### src/rtl/ecc_sram_wrap.sv
module ecc_sram_wrap #(
  parameter int ADDR_W = 4
) (
  input  logic              clk,
  input  logic              rst_n,
  input  logic              scrub_en,
  input  logic              wr_notify_en,
  input  logic              scrub_notify_en,
  input  logic              req_valid,
  output logic              req_ready,
  input  logic              req_write,
  input  logic              req_wide,
  input  logic              req_upper,
  input  logic [ADDR_W-1:0] req_addr,
  input  logic [63:0]       req_wdata,
  output logic              rsp_valid,
  output logic [63:0]       rsp_rdata,
  output logic              rsp_err,
  output logic              sbe_wr_pulse,
  output logic              sbe_scrub_pulse,
  output logic              sbe_flag,
  output logic [ADDR_W-1:0] sbe_addr,
  output logic              dbe_flag,
  output logic [ADDR_W-1:0] dbe_addr,
  input  logic              sbe_clr,
  input  logic              dbe_clr
);
  localparam int DEPTH = 1 << ADDR_W;
  localparam int CW    = 72;

  typedef enum logic [1:0] {S_IDLE, S_RD, S_WB} st_t;

  function automatic logic [CW-1:0] ecc_enc(input logic [63:0] d);
    logic [CW-1:0] c;
    int j;
    c = '0;
    j = 0;
    for (int p = 1; p < CW; p++)
      if ((p & (p - 1)) != 0) begin
        c[p] = d[j];
        j++;
      end
    for (int k = 0; k < 7; k++) begin
      logic x;
      x = 1'b0;
      for (int p = 1; p < CW; p++)
        if (p[k]) x = x ^ c[p];
      c[1 << k] = x;
    end
    c[0] = ^c[CW-1:1];
    return c;
  endfunction

  function automatic logic [63:0] ecc_data(input logic [CW-1:0] c);
    logic [63:0] d;
    int j;
    d = '0;
    j = 0;
    for (int p = 1; p < CW; p++)
      if ((p & (p - 1)) != 0) begin
        d[j] = c[p];
        j++;
      end
    return d;
  endfunction

  logic [CW-1:0]     mem [DEPTH];
  st_t               state;
  logic [CW-1:0]     rd_q, wb_q;
  logic [ADDR_W-1:0] a_q;
  logic              wr_q, up_q;
  logic [31:0]       wd_q;

  logic              accept, wide_wr;
  logic              mem_we;
  logic [ADDR_W-1:0] mem_wa;
  logic [CW-1:0]     mem_wd;

  logic [6:0]        syn;
  logic              ovp, sbe_c, dbe_c, do_wb;
  logic [CW-1:0]     fixed;
  logic [63:0]       fix_d, merged;

  assign req_ready = (state == S_IDLE);
  assign accept    = req_valid && req_ready;
  assign wide_wr   = req_write && req_wide;

  assign mem_we = (accept && wide_wr) || (state == S_WB);
  assign mem_wa = (state == S_WB) ? a_q  : req_addr;
  assign mem_wd = (state == S_WB) ? wb_q : ecc_enc(req_wdata);

  always_ff @(posedge clk) begin
    if (mem_we) mem[mem_wa] <= mem_wd;
    if (accept) rd_q <= mem[req_addr];
  end

  always_comb begin
    syn = '0;
    for (int p = 1; p < CW; p++)
      if (rd_q[p]) syn = syn ^ p[6:0];
    ovp   = ^rd_q;
    sbe_c = ovp && (syn < 7'd72);
    dbe_c = (!ovp && syn != 7'd0) || (ovp && syn >= 7'd72);
    fixed = rd_q;
    if (sbe_c) fixed[syn] = ~rd_q[syn];
    fix_d  = ecc_data(fixed);
    merged = fix_d;
    if (wr_q) begin
      if (up_q) merged[63:32] = wd_q;
      else      merged[31:0]  = wd_q;
    end
  end

  assign do_wb = (wr_q || scrub_en) && !dbe_c;

  always_ff @(posedge clk) begin
    if (accept) begin
      wd_q <= req_upper ? req_wdata[63:32] : req_wdata[31:0];
      up_q <= req_upper;
    end
    if (state == S_RD) wb_q <= ecc_enc(merged);
  end

  always_ff @(posedge clk or negedge rst_n) begin
    if (!rst_n) begin
      state           <= S_IDLE;
      a_q             <= '0;
      wr_q            <= 1'b0;
      rsp_valid       <= 1'b0;
      rsp_rdata       <= '0;
      rsp_err         <= 1'b0;
      sbe_wr_pulse    <= 1'b0;
      sbe_scrub_pulse <= 1'b0;
      sbe_flag        <= 1'b0;
      sbe_addr        <= '0;
      dbe_flag        <= 1'b0;
      dbe_addr        <= '0;
    end else begin
      rsp_valid       <= 1'b0;
      rsp_err         <= 1'b0;
      sbe_wr_pulse    <= 1'b0;
      sbe_scrub_pulse <= 1'b0;
      if (sbe_clr) sbe_flag <= 1'b0;
      if (dbe_clr) dbe_flag <= 1'b0;
      case (state)
        S_IDLE: if (accept) begin
          a_q  <= req_addr;
          wr_q <= req_write;
          if (wide_wr) begin
            rsp_valid <= 1'b1;
            rsp_rdata <= '0;
          end else begin
            state <= S_RD;
          end
        end
        S_RD: begin
          rsp_valid       <= 1'b1;
          rsp_rdata       <= wr_q ? 64'd0 : fix_d;
          rsp_err         <= dbe_c;
          sbe_wr_pulse    <= wr_q && sbe_c && wr_notify_en;
          sbe_scrub_pulse <= !wr_q && scrub_en && sbe_c && scrub_notify_en;
          if (sbe_c) begin
            sbe_flag <= 1'b1;
            sbe_addr <= a_q;
          end
          if (dbe_c) begin
            dbe_flag <= 1'b1;
            dbe_addr <= a_q;
          end
          state <= do_wb ? S_WB : S_IDLE;
        end
        default: state <= S_IDLE;
      endcase
    end
  end

  a_r11_busy_after_read: assert property (@(posedge clk) disable iff (!rst_n)
    (accept && !wide_wr) |=> !req_ready);
  a_r11_free_after_wide: assert property (@(posedge clk) disable iff (!rst_n)
    (accept && wide_wr) |=> req_ready && rsp_valid);
  a_r9_no_wb_on_dbe: assert property (@(posedge clk) disable iff (!rst_n)
    (rsp_valid && rsp_err) |-> !mem_we);
  a_r9_err_only_on_rsp: assert property (@(posedge clk) disable iff (!rst_n)
    rsp_err |-> rsp_valid);
  a_r7_wr_pulse_gated: assert property (@(posedge clk) disable iff (!rst_n)
    sbe_wr_pulse |-> rsp_valid && $past(wr_notify_en));
  a_r8_scrub_pulse_gated: assert property (@(posedge clk) disable iff (!rst_n)
    sbe_scrub_pulse |-> rsp_valid && $past(scrub_en && scrub_notify_en));
  a_r8_one_source: assert property (@(posedge clk) disable iff (!rst_n)
    $onehot0({sbe_wr_pulse, sbe_scrub_pulse}));
  a_r10_dbe_flag_source: assert property (@(posedge clk) disable iff (!rst_n)
    $rose(dbe_flag) |-> rsp_err);
endmodule

### config.mk
export PLATFORM = sky130hd
export DESIGN_NAME = ecc_sram_wrap
export DESIGN_NICKNAME = d
export VERILOG_FILES = /design/src/rtl/ecc_sram_wrap.sv
export SDC_FILE = /design/constraint.sdc
export NUM_CORES = 2
export LEC_CHECK = 0
export BUFFER_PORTS_ARGS = -buffer_cell sky130_fd_sc_hd__buf_2
export CORE_MARGIN = 2
export CORE_UTILIZATION = 65
export DETAILED_ROUTE_END_ITERATION = 6
export PLACE_DENSITY = 0.83
export REMOVE_ABC_BUFFERS = 1
export SLEW_MARGIN = 10
export SYNTH_ARGS = -nofsm -noshare
export SYNTH_HDL_FRONTEND = slang
export SYNTH_SLANG_ARGS = --single-unit
### constraint.sdc
create_clock -name clk -period 13.6 [get_ports clk]
set_input_delay 2.72 -clock clk [delete_from_list [all_inputs] [get_ports clk]]
set_output_delay 2.72 -clock clk [all_outputs]
set_load 0.05 [all_outputs]
==> metrics.cfg <==
[route]
route.vias.total=33700
drt_iter0_markers=5466
antenna_left=0
route.detailed.drc=0
post_drt_wl_per_cell_um=38.2
drtPass1Iterations=7
totalWireLength_um=181000
avgViaCountPerCell=7.12

[job]
maxCapViolCount=0

[cts]
root_buffer=clkbuf_16
clockBufferDepth=3
path_clk_slew_ns=0.07
cts_max_level=4
cts_setup_buffers=0
cts_buffers=139
cts_tree=yes
cts-resized-gates=0
clk_latency_ns=0.76
clock_sinks=1414
hold_buffers=0

[layout]
stdcell_count=4732
final_area_um2=66700
fillers=5205
multi_input_area_um2=17100
area_growth_pct=11.7
finalNetCount=3512
drive_gt1_share_pct=24.6
register_area_um2=42000
final_common_cell=edfxtp_1
final_cell_mix=edfxtp_1, mux4_2, nand2_1

[critical_path]
crit_slowest_cell=a211oi_4
cp.required_ns=14.09
worstSetupStartpoint=rd_q[67]$_DFFE_PP_
critPathMaxFanout=23
slowest_delay_ns=0.71
critPathLaunchType=register
r2r_slack_ns=5.57
cp-end-kind=register
crit_top_cell=xnor3_1
reg2regPathDepth=18
reg2reg_to=wb_q[0]$_DFFE_PP_
crit_cells=18
cp_top_family=XOR/XNOR gates
worstPathArrival_ns=8.52
cp.buffers_inverters=1
crit_chain=xnor2_1 > xnor3_1 > xnor3_1 > xnor2_1 > nor2b_1 > mux2_2 > a32oi_1 > nand3_1 > nand3_1 > a211oi_4 > buf_4 > mux2i_1 > a21oi_1 > xnor3_1 > xnor2_1 > xnor3_1 > xnor3_1 > xnor3_1
reg2reg_from=rd_q[67]$_DFFE_PP_
crit_path_end=wb_q[0]$_DFFE_PP_
critical_path_class=register to register

[placed_design]
place_congestion=1.04
dpl.hpwl_um=112000
port_buffers=157
dpl_cell_area_um2=62100
post-place-ws_ns=5.75
dp_cells=4478

[timing]
fin_crit_ns=8.03
setup_slack_ns=5.57
setup_viol=0
post-route-period-util_pct=59.0
worst_pin_slew_ns=1.22
slew_viol_final=0
setup_tns_ns=0
clock.fmax_mhz=125
finalHoldViolCount=0
skew_ns=0.0287
grt_setup_unrepaired=no
max_slew_margin_pct=18.1

[yosys]
synth_top_area_cell=edfxtp_1
ys_top_cells_by_area=edfxtp_1, mux4_2, xnor2_1, dfrtp_1, nand2_1
syn_area_um2=59700
synth_top_area_share_pct=66.8
seq_area_frac_synth_pct=70.4
ys_warn_count=0
synth_seq_cells=1414
synth.avg_cell_area_um2=18.5
synth_ff_type=edfxtp_1
synthArstFlopShare_pct=6.01
ys_types=67
netlist_instances=3226
synth_edf_count=1329

[floorplanning]
die_y_um=307
pin_count=158
dieArea_um2=94300
core_area_um2=91400
std_cell_rows=111
die_x_um=307
initial_core_util_pct=65.4

[global_routing]
grt.total_usage_pct=39.2
grt_pass1_vias=33800
antenna_found_initial=11
grt_max_degree=107
grt_pass1_wl_um=254000
overflow=0

[pwr]
irDropWorstVdd_mv=0.435
p_leak_nw=22.3
powerDensity_nw_per_um2=245

[outcome]
status=complete, no violations

[min_path]
hp-class=register to register

-- cell usage after synthesis, types with 12 or more instances --
library cell and count:
a2111oi_0 16, and2_1 12, nand2_1 352, mux4_2 360
xnor2_1 270, dfrtp_1 85, a31oi_1 18, o21ai_0 100
o22a_1 13, buf_1 30, a21oi_1 31, nor2_1 113
xnor3_1 39, mux2_2 42, edfxtp_1 1329, nor2b_1 13
nand2b_1 18, xor2_1 48, mux2i_1 53, clkbuf_1 121
inv_1 30
-- cell families after synthesis --
group	count (synthesis)	synth area share, %
muxes	455	15.3
AOI/OAI and AO/OA	256	2.91
xor gates and xnor gates	366	6.45
DFF	1414	70.4
and+or+nand+nor	544	3.74
buffers and inverters	191	1.25
-- tightest hold or removal path: stages, from the launching register on --
cell	delay, ns
dfrtp_1	0.34
nand2_1	0.05
nand2_1	0.05
-- registers in the layout (all words and copies together) (netlist names) --
signal / cells
mem: 1152
rd_q: 72
wb_q: 72
rsp_rdata: 64
wd_q: 32
a_q: 4
dbe_addr: 4
sbe_addr: 4
state: 2
dbe_flag: 1
rsp_err: 1
rsp_valid: 1
sbe_flag: 1
sbe_scrub_pulse: 1
sbe_wr_pulse: 1
up_q: 1
wr_q: 1
-- area by class of cell --
| class | instances | area share, % |
|---|---|---|
| timing repair buffer | 227 | 2.03 |
| clock buffer | 177 | 5.63 |
| sequential | 1414 | 63.0 |
| inverter | 30 | 0.169 |
| tap | 1186 | 2.23 |
| clock inverter | 75 | 1.22 |
| antenna | 2 | 0.00750 |
| multi-input combinational | 1621 | 25.7 |
-- routing by layer --
metal	routed length, um	vias up	track usage, %
li1	-	13100	-
met1	63200	17300	54.2
met2	86900	2760	61.5
met3	21800	478	8.46
met4	8720	16	17.3
met5	113	-	0
-- per-stage QoR --
| step | power [mW] | util (%) | hold WS (ns) |
|---|---|---|---|
| 2_1_floorplan | 9.95 | - | 0.522 |
| 3_3_place_gp | 12.3 | 68.0 | 0.463 |
| 3_5_place_dp | 12.3 | 68.0 | 0.468 |
| 4_1_cts | 16.2 | 73.0 | 0.483 |
| 5_1_grt | 16.8 | 73.0 | 0.507 |
| 6_report | 16.4 | 73.0 | 0.480 |
-- power breakdown --
part	total [mW]	switching (mW)	internal (mW)
Clock	3.89	1.64	2.25
Combinational	6.88	4.52	2.36
Sequential	5.60	0.163	5.43
-- worst min path at each step --
stage | startpoint | end | slack [ns] | cells past startpoint
2_1_floorplan | a_q[0]$_DFFE_PN0P_ | dbe_addr[0]$_DFFE_PN0P_ | 0.52 | 2
3_3_place_gp | dbe_addr[1]$_DFFE_PN0P_ | dbe_addr[1]$_DFFE_PN0P_ | 0.46 | 2
3_5_place_dp | rsp_rdata[37]$_DFFE_PN0P_ | rsp_rdata[37]$_DFFE_PN0P_ | 0.47 | 2
4_1_cts | rsp_rdata[37]$_DFFE_PN0P_ | rsp_rdata[37]$_DFFE_PN0P_ | 0.48 | 2
5_1_grt | rsp_rdata[42]$_DFFE_PN0P_ | rsp_rdata[42]$_DFFE_PN0P_ | 0.51 | 2
6_report | rsp_rdata[37]$_DFFE_PN0P_ | rsp_rdata[37]$_DFFE_PN0P_ | 0.48 | 2
Note: power is estimated with default switching activity, not from simulation.
